--- src/rtl/ea_pkg.sv ---
package ea_pkg;

    typedef enum logic [2:0] {
        MODE_ABS    = 3'd0,
        MODE_IDX0   = 3'd1,
        MODE_IDX8   = 3'd2,
        MODE_IDX16  = 3'd3,
        MODE_BRANCH = 3'd4
    } ea_mode_e;

    localparam int unsigned OPND_MAX = 2;
    localparam int unsigned CNT_W    = $clog2(OPND_MAX + 1);

endpackage

--- src/rtl/ea_mode_dec.sv ---
module ea_mode_dec
    import ea_pkg::*;
(
    input  logic [2:0]       mode_i,
    output logic             legal_o,
    output logic [CNT_W-1:0] opnd_cnt_o,
    output logic [1:0]       len_o
);

    always_comb begin
        legal_o    = 1'b1;
        opnd_cnt_o = '0;
        unique case (mode_i)
            MODE_ABS:    opnd_cnt_o = CNT_W'(2);
            MODE_IDX0:   opnd_cnt_o = CNT_W'(0);
            MODE_IDX8:   opnd_cnt_o = CNT_W'(1);
            MODE_IDX16:  opnd_cnt_o = CNT_W'(2);
            MODE_BRANCH: opnd_cnt_o = CNT_W'(1);
            default: begin
                legal_o    = 1'b0;
                opnd_cnt_o = '0;
            end
        endcase
        // opcode byte plus operand bytes
        len_o = 2'(opnd_cnt_o) + 2'd1;
    end

endmodule

--- src/rtl/ea_byte_gather.sv ---
module ea_byte_gather #(
    parameter int unsigned DATA_W = 8,
    parameter int unsigned LANES  = 2
) (
    input  logic                    clk,
    input  logic                    rst,
    input  logic                    clear_i,
    input  logic                    push_i,
    input  logic [DATA_W-1:0]       byte_i,
    output logic [LANES*DATA_W-1:0] lanes_o
);

    logic [DATA_W-1:0] lane_d [LANES];
    logic [DATA_W-1:0] lane_q [LANES];

    // Lane 0 holds the newest byte; earlier bytes move towards the top lane,
    // so a high-byte-first word ends up already in order.
    for (genvar gi = 0; gi < LANES; gi++) begin : g_lane
        if (gi == 0) begin : g_head
            always_comb begin
                if (clear_i)     lane_d[gi] = '0;
                else if (push_i) lane_d[gi] = byte_i;
                else             lane_d[gi] = lane_q[gi];
            end
        end else begin : g_tail
            always_comb begin
                if (clear_i)     lane_d[gi] = '0;
                else if (push_i) lane_d[gi] = lane_q[gi-1];
                else             lane_d[gi] = lane_q[gi];
            end
        end
        assign lanes_o[gi*DATA_W +: DATA_W] = lane_q[gi];
    end

    always_ff @(posedge clk) begin
        for (int li = 0; li < LANES; li++) begin
            if (rst) lane_q[li] <= '0;
            else     lane_q[li] <= lane_d[li];
        end
    end

endmodule

--- src/rtl/ea_calc.sv ---
module ea_calc
    import ea_pkg::*;
#(
    parameter int unsigned DATA_W = 8,
    localparam int unsigned ADDR_W = 2 * DATA_W
) (
    input  ea_mode_e          mode_i,
    input  logic [DATA_W-1:0] index_i,
    input  logic [ADDR_W-1:0] op_addr_i,
    input  logic [1:0]        len_i,
    input  logic              cond_i,
    input  logic [DATA_W-1:0] hi_i,
    input  logic [DATA_W-1:0] lo_i,
    output logic [ADDR_W-1:0] ea_o,
    output logic [ADDR_W-1:0] next_pc_o
);

    logic [ADDR_W-1:0] idx_zx;
    logic [ADDR_W-1:0] lo_zx;
    logic [ADDR_W-1:0] lo_sx;
    logic [ADDR_W-1:0] word;

    always_comb begin
        idx_zx    = {{DATA_W{1'b0}}, index_i};
        lo_zx     = {{DATA_W{1'b0}}, lo_i};
        lo_sx     = {{DATA_W{lo_i[DATA_W-1]}}, lo_i};
        word      = {hi_i, lo_i};
        next_pc_o = op_addr_i + ADDR_W'(len_i);

        unique case (mode_i)
            MODE_ABS:    ea_o = word;
            MODE_IDX0:   ea_o = idx_zx;
            MODE_IDX8:   ea_o = idx_zx + lo_zx;
            MODE_IDX16:  ea_o = word + idx_zx;
            MODE_BRANCH: ea_o = cond_i ? (next_pc_o + lo_sx) : next_pc_o;
            default:     ea_o = word;
        endcase
    end

endmodule

--- src/rtl/opnd_ea_gen.sv ---
module opnd_ea_gen
    import ea_pkg::*;
#(
    parameter int unsigned DATA_W = 8,
    localparam int unsigned ADDR_W = 2 * DATA_W
) (
    input  logic              clk,
    input  logic              rst,
    input  logic              start_i,
    input  logic [2:0]        mode_i,
    input  logic [DATA_W-1:0] index_i,
    input  logic [ADDR_W-1:0] op_addr_i,
    input  logic              cond_i,
    input  logic              byte_valid_i,
    input  logic [DATA_W-1:0] byte_i,
    output logic              done_o,
    output logic [ADDR_W-1:0] ea_o,
    output logic [1:0]        len_o,
    output logic [ADDR_W-1:0] next_pc_o
);

    typedef struct packed {
        logic              busy;
        logic              done;
        ea_mode_e          mode;
        logic [DATA_W-1:0] index;
        logic [ADDR_W-1:0] op_addr;
        logic              cond;
        logic [1:0]        len;
        logic [CNT_W-1:0]  need;
    } seq_t;

    seq_t st_d, st_q;

    logic             in_legal;
    logic [CNT_W-1:0] in_cnt;
    logic [1:0]       in_len;
    logic             take_start;
    logic             take_byte;
    logic [OPND_MAX*DATA_W-1:0] lanes;

    ea_mode_dec u_dec (
        .mode_i     (mode_i),
        .legal_o    (in_legal),
        .opnd_cnt_o (in_cnt),
        .len_o      (in_len)
    );

    always_comb begin
        take_start = start_i && !st_q.busy && in_legal;
        take_byte  = byte_valid_i && st_q.busy;

        st_d      = st_q;
        st_d.done = 1'b0;

        if (take_start) begin
            st_d.mode    = ea_mode_e'(mode_i);
            st_d.index   = index_i;
            st_d.op_addr = op_addr_i;
            st_d.cond    = cond_i;
            st_d.len     = in_len;
            st_d.need    = in_cnt;
            if (in_cnt == '0) st_d.done = 1'b1;
            else              st_d.busy = 1'b1;
        end else if (take_byte) begin
            st_d.need = st_q.need - CNT_W'(1);
            if (st_q.need == CNT_W'(1)) begin
                st_d.busy = 1'b0;
                st_d.done = 1'b1;
            end
        end
    end

    always_ff @(posedge clk) begin
        if (rst) begin
            st_q <= '{busy: 1'b0, done: 1'b0, mode: MODE_ABS, index: '0,
                      op_addr: '0, cond: 1'b0, len: 2'd3, need: '0};
        end else begin
            st_q <= st_d;
        end
    end

    ea_byte_gather #(
        .DATA_W (DATA_W),
        .LANES  (OPND_MAX)
    ) u_gather (
        .clk     (clk),
        .rst     (rst),
        .clear_i (take_start),
        .push_i  (take_byte),
        .byte_i  (byte_i),
        .lanes_o (lanes)
    );

    ea_calc #(
        .DATA_W (DATA_W)
    ) u_calc (
        .mode_i    (st_q.mode),
        .index_i   (st_q.index),
        .op_addr_i (st_q.op_addr),
        .len_i     (st_q.len),
        .cond_i    (st_q.cond),
        .hi_i      (lanes[2*DATA_W-1:DATA_W]),
        .lo_i      (lanes[DATA_W-1:0]),
        .ea_o      (ea_o),
        .next_pc_o (next_pc_o)
    );

    assign done_o = st_q.done;
    assign len_o  = st_q.len;

endmodule

--- config.mk ---
export PLATFORM = sky130hd
export DESIGN_NAME = opnd_ea_gen
export DESIGN_NICKNAME = d
export VERILOG_FILES = /design/src/rtl/ea_pkg.sv /design/src/rtl/ea_mode_dec.sv /design/src/rtl/ea_byte_gather.sv /design/src/rtl/ea_calc.sv /design/src/rtl/opnd_ea_gen.sv
export SDC_FILE = /design/constraint.sdc
export NUM_CORES = 1
export LEC_CHECK = 0
export CAP_MARGIN = 0
export CELL_PAD_IN_SITES_DETAIL_PLACEMENT = 1
export CELL_PAD_IN_SITES_GLOBAL_PLACEMENT = 1
export CORE_MARGIN = 8
export CORE_UTILIZATION = 41
export DETAILED_ROUTE_END_ITERATION = 7
export PLACE_DENSITY_LB_ADDON = 0.1
export SLEW_MARGIN = 20
export SYNTH_ARGS = -nofsm -noshare
export SYNTH_HDL_FRONTEND = slang
export SYNTH_SLANG_ARGS = --single-unit
--- constraint.sdc ---
create_clock -name clk -period 7.04 [get_ports clk]
set_input_delay 2.112 -clock clk [delete_from_list [all_inputs] [get_ports clk]]
set_output_delay 2.112 -clock clk [all_outputs]
set_load 0.05 [all_outputs]
* Word-level counts from Yosys, hierarchy flattened
Memory sizes are Yosys's and may differ from the RTL's.
Index checks and enable logic that the tools add are counted.
** Word-level totals
- Flip-flop bits (word level) :: 34
- Output and inout bits :: 35
- Logic and storage cells :: 59
- Memories kept :: 1
- Bits of input ports :: 40
- Memory bits (writable) :: 16
** Operators by class
- Equality and inequality tests :: 10
- Bitwise operators :: 2
- Muxes and demuxes :: 20
- Reduce and logical (&&, ||, !) cells :: 12
- Add/subtract/negate cells :: 6
** Memory list
- u_gather.lane_q :: depth 2, bits a word 8, rd ports 2, clocked after memory_dff 0, wr ports 2, line ea_byte_gather.sv:14 : logic [DATA_W-1:0] lane_q [LANES];
** Operator list (number)
- $pmux W16 S4 :: 1
- $mux W8 :: 6
- $add A16 B16 Y16 :: 1
- $add A16 B2 Y16 :: 1
- $add A16 B8 Y16 :: 1
- $mux W16 :: 1
- $eq A3 B2 Y1 const B :: 4
- $mux W2 :: 5
- $add A8 B8 Y9 :: 1
- $eq A3 B1 Y1 const B :: 2
- $eq A3 B3 Y1 const B :: 2
- $mux W1 :: 6
- $reduce_or A5 Y1 :: 1
- $pmux W2 S2 :: 1
- $reduce_bool A2 Y1 :: 2
- $reduce_or A2 Y1 :: 2
- $logic_and A1 B1 Y1 :: 3
- $logic_not A3 Y1 :: 1
- $reduce_and A3 Y1 :: 1
- $add A2 B1 Y2 const B :: 1
- $eq A2 B1 Y1 const B :: 1
- $logic_not A2 Y1 :: 1
- $ne A2 B2 Y1 const B :: 1
- $or A1 B1 Y1 :: 2
- 2 further kinds :: 2

* Logic depth before layout (Yosys ltp)
- Depth after elaboration :: 6
- Depth in mapped cells :: 14
- Gate-level depth less buffers :: 14

* Hierarchy
A second synthesis with hierarchy kept.
** Unflattened totals
- Cell total of the unflattened synthesis :: 527
- Area, all modules :: 4317.9 µm²
** By module, submodules not included
- ea_calc :: cells each 312, instances 1, seq. area each 0.0 µm², area an instance 2205.9 µm²
- opnd_ea_gen :: cells each 155, instances 1, seq. area each 680.7 µm², area an instance 1478.9 µm²
- ea_byte_gather :: cells each 53, instances 1, seq. area each 320.3 µm², area an instance 581.8 µm²
- ea_mode_dec :: cells each 7, instances 1, seq. area each 0.0 µm², area an instance 51.3 µm²

* Least setup slack after synthesis
Ideal clock, no wire load.
- Kind :: register to output
- Start :: register st_q (netlist bit len_o[0])
- End :: output port ea_o[11]
- Data required time :: 4.928 ns
- Arrival :: 4.357 ns
- Path slack :: 0.571 ns
- Cell stages (with the launch flop) :: 13
- Cells stage by stage :: dfxtp_1 ha_1 inv_1 fa_1 nand2b_1 xnor2_1 ha_1 a21oi_1 o21ai_1 o211a_1 nor2_1 xor2_1 o21ai_0
** On the way
- Cells in the longest elaborated chain, start to end :: 4
** Ends and longest elaborated chain
- start, declared :: line opnd_ea_gen.sv:33 : seq_t st_d, st_q;
- start signal, assigned :: line opnd_ea_gen.sv:76 : st_q <= '{busy: 1'b0, done: 1'b0, mode: MODE_ABS, index: '0,
- start signal, assigned :: line opnd_ea_gen.sv:79 : st_q <= st_d;
- $add A16 B2 Y16 :: line ea_calc.sv:28 : next_pc_o = op_addr_i + ADDR_W'(len_i);
- via next_pc_o[4] :: line opnd_ea_gen.sv:19 : output logic [ADDR_W-1:0] next_pc_o
- $add A16 B16 Y16 :: line ea_calc.sv:35 : MODE_BRANCH: ea_o = cond_i ? (next_pc_o + lo_sx) : next_pc_o;
- $mux W16 :: line ea_calc.sv:35
- $pmux W16 S4 :: line ea_calc.sv:30 : unique case (mode_i)
- end, declared :: line opnd_ea_gen.sv:17 : output logic [ADDR_W-1:0] ea_o,
The timed path passes the listed nets, and every way through them passes these cells.

* Worst setup path after layout
- Start :: register st_q (netlist bit len_o[0])
- End :: output port ea_o[14]
** On the way
- Cells in the longest elaborated chain, start to end :: 4
** Ends and longest elaborated chain (line)
- $add A16 B2 Y16 * :: ea_calc.sv:28
- $add A16 B16 Y16 :: ea_calc.sv:35
- $mux W16 * :: ea_calc.sv:35
- $pmux W16 S4 * :: ea_calc.sv:30
Every way passes the cells marked *; elsewhere a longest branch is shown, timed or not.

==> metrics.md <==
| Metric | Value |
|---|---|
| Tightest Hold Check Type | reg2reg |
| VDD IR max | between 0.09 and 0.1 mV |
| Routed via count | 4145 |
| Clock sinks | 50 |
| # port buffers | 74 |
| Nets@finish | approximately 680 |
| Clock Root Buffer | clkbuf_8 |
| Mapped Nets | 626 |
| H-tree levels | 2 |
| Routed wire per std cell | between 15 and 20 µm |
| Clock Latency Late Sink | between 300 and 400 ps |
| Placed cell count | 738 |
| Worst r2r dst | st_q[1] |
| RR Startpoint | st_q[33] |
| Resized Gates After CTS | 0 |
| I/O pin cnt | 75 |
| Hold Path Depth | 2 |
| Die Wd | 115 µm |
| Max Fclk | approximately 150 MHz |
| Detailed Place HPWL | around 11000 µm |
| Leak | 1.95 nW |
| Worst Path Required | between 4000 and 5000 ps |
| Slew HR | 0.400 |
| Hold_sp | st_q[5] |
| Slew Viols, Final | 0 |
| RD Place Congestion | ~0.88 |
| Syn-to-layout area delta | 22.7% |
| Critical Path AT | between 4000 and 5000 ps |
| DR vias/cell | ~5.6 |
| Post-layout minimum cycle time | approximately 6600 ps |
| Post-synth top area cell | dfxtp_1 |
| Clock transition at the registers of the reported paths | around 80 ps |
| Initial antenna violation count | 0 |
| Clk buf depth | 2 |
| Setup TNS Final | 0 ps |
| Status | complete, no violations |
| Syn Inst Count | around 560 |
| Endpoints failing hold | 0 |
| Max-Cap Viols | 0 |
| Finish-stage setup viols | 0 |
| Crit Path Class | reg2out |
| RSZ-0062 raised after global routing | false |
| Final ANT Viol Nets | 0 |
| DRC viols | 0 |
| CTS tree | yes |
| Core area | between 9000 and 10000 µm² |
| Row cnt | 36 |
| CP Capture Type | output port |
| Unique cell type count in the Yosys netlist | 55 |
| Post-Route WL | about 13000 µm |
| Share of layout cells above drive strength 1 | 0.0375 |
| Gr usage total | 0.205 |
| Share of the synthesized area in the top cell type | 0.251 |
| CP Launch Type | flop |
| Total grt overflow | 0 |
| Hold-fix buffers, CTS | 0 |
| R2R cell count | 5 |
| Top-count cell post-synth | nand2_1 |
| Hold EP | st_q[5] |
| Post-synth EDFFs | 0 |
| Reg2reg setup slack | approximately 5100 ps |
| Cell area after synthesis | between 3000 and 4000 µm² |
| Postcts setup bufs | 0 |
| Crit path max fanout | 5 |
| Clock skew | around 14 ps |
| Sequential share of the synthesized area | 0.251 |
| Top cells by area, synth | dfxtp_1 25%, nand2_1 12%, a21oi_1 9.8% |
| Pre-antenna DRT Iters | 4 |
| Height of the die | between 100 and 150 µm |
| Fill count | around 1300 |
| Pwr/cell area | about 150 nW/µm² |
| Die area | about 13000 µm² |
| Ys Warns | 0 |
| Syn avg cell area | 7.18 µm² |
| CTS Buf Count | 5 |
| Number of global-route vias before repair | about 4300 |
| Post-synth top cells | 125 x nand2_1, 78 x a21oi_1, 50 x dfxtp_1 |
| Initial DRC Count | around 250 |
| Starting density of the core | 0.416 |
| Largest net degree at the start of global routing | 36 |
| Diode count | 0 |
| Worst slew pin tran | about 900 ps |
| Synth Flop Type | dfxtp_1 |
| Fraction of registers with async set/reset | 0 |
| Seq cells post-synth | 50 |
| Tcrit/Tclk final | 0.943 |
| Non-Filler Instances | 746 |
| Global-route wire length before repair | ~22000 µm |
## how the worst max path moves through the flow
stage | from | end | depth (start not counted)
after floorplan | len_o[0] | ea_o[11] | 12
after global placement | len_o[0] | ea_o[15] | 14
after detailed placement | len_o[0] | ea_o[14] | 15
after CTS | len_o[0] | ea_o[14] | 15
after global routing | len_o[0] | ea_o[15] | 14
final | len_o[0] | ea_o[14] | 15
## state kept, by name, summed over array words and instances, names as in the netlist
| register | flops |
|---|---|
| st_q | 31 |
| u_gather.lane_q | 16 |
| len_o | 2 |
| done_o | 1 |
## metal layers
layer  global-route usage  part of all wire  up-vias
met5                    0                 0        -
met4               0.0577             0.020        0
met3               0.0406             0.052       19
met2                0.358              0.49       84
met1                0.249              0.44     1970
li1                     -                 -     2072
## power breakdown
| group | internal [W] | switching, W | total [W] | leakage [nW] |
|---|---|---|---|---|
| combinational | 0.0000918 | 0.000145 | 0.000237 | 1.50 |
| sequential | 0.000296 | 0.0000218 | 0.000318 | 0.407 |
| clock | 0.0000701 | 0.000104 | 0.000174 | 0.0441 |
| total | 0.000458 | 0.000271 | 0.000729 | 1.95 |
## cells in the final DEF, fill, tap and decap left out, types with 6 or more instances in the layout
cell type	count
a21o_1	7
a21oi_1	78
clkdlybuf4s50_1	74
dfxtp_1	50
ha_1	28
inv_1	12
mux2i_1	6
nand2_1	125
nand2b_1	7
nand3_1	10
nand4_1	9
nor2_1	31
nor2b_1	10
nor3_1	10
o21a_1	7
o21ai_0	28
o22ai_1	10
xnor2_1	20
xor2_1	14
## final cells by class
| type | instances | area (µm²) | share of cell area |
|---|---|---|---|
| multi-input cells | 467 | 2840 | 0.579 |
| flip-flops and latches | 50 | 1000 | 0.204 |
| repair buffers | 76 | 756 | 0.154 |
| well taps | 133 | 166 | 0.0340 |
| clock buffers | 5 | 68.8 | 0.0141 |
| inverters | 12 | 45.0 | 0.00920 |
| clock inverters | 3 | 21.3 | 0.00435 |
## through the flow
step	cell area [µm²]	hold WS [ps]	util	total power, W	setup WS (ps)
after floorplan	3990	436	-	0.000475	571
after global placement	4800	447	0.501	0.000556	895
after detailed placement	4800	467	0.501	0.000561	718
after CTS	4890	479	0.510	0.000737	371
after global routing	4890	512	0.510	0.000770	138
final	4890	477	0.510	0.000729	402
## logic make-up after synthesis
family / synth area share
AO/OA/AOI/OAI: 0.256
adder cells (fa/ha/maj): 0.103
XOR/XNOR: 0.0788
flip-flops: 0.251
AND/OR/NAND/NOR: 0.253
buffers and inverters: 0.0377
multiplexers: 0.0207
## worst max-delay path, cell delays in order, from the launching register on
cell and delay, ps:
dfxtp_1 370, ha_1 190, inv_1 60, fa_1 420, nor2b_1 270, nand3_1 130, xnor2_1 280, ha_1 280
or3_2 140, o21ai_0 90, a31oi_2 200, a41o_1 280, nand2_2 110, or4_1 510, nand4_1 100, clkdlybuf4s50_1 800
Power figures use the tool's default switching activity.
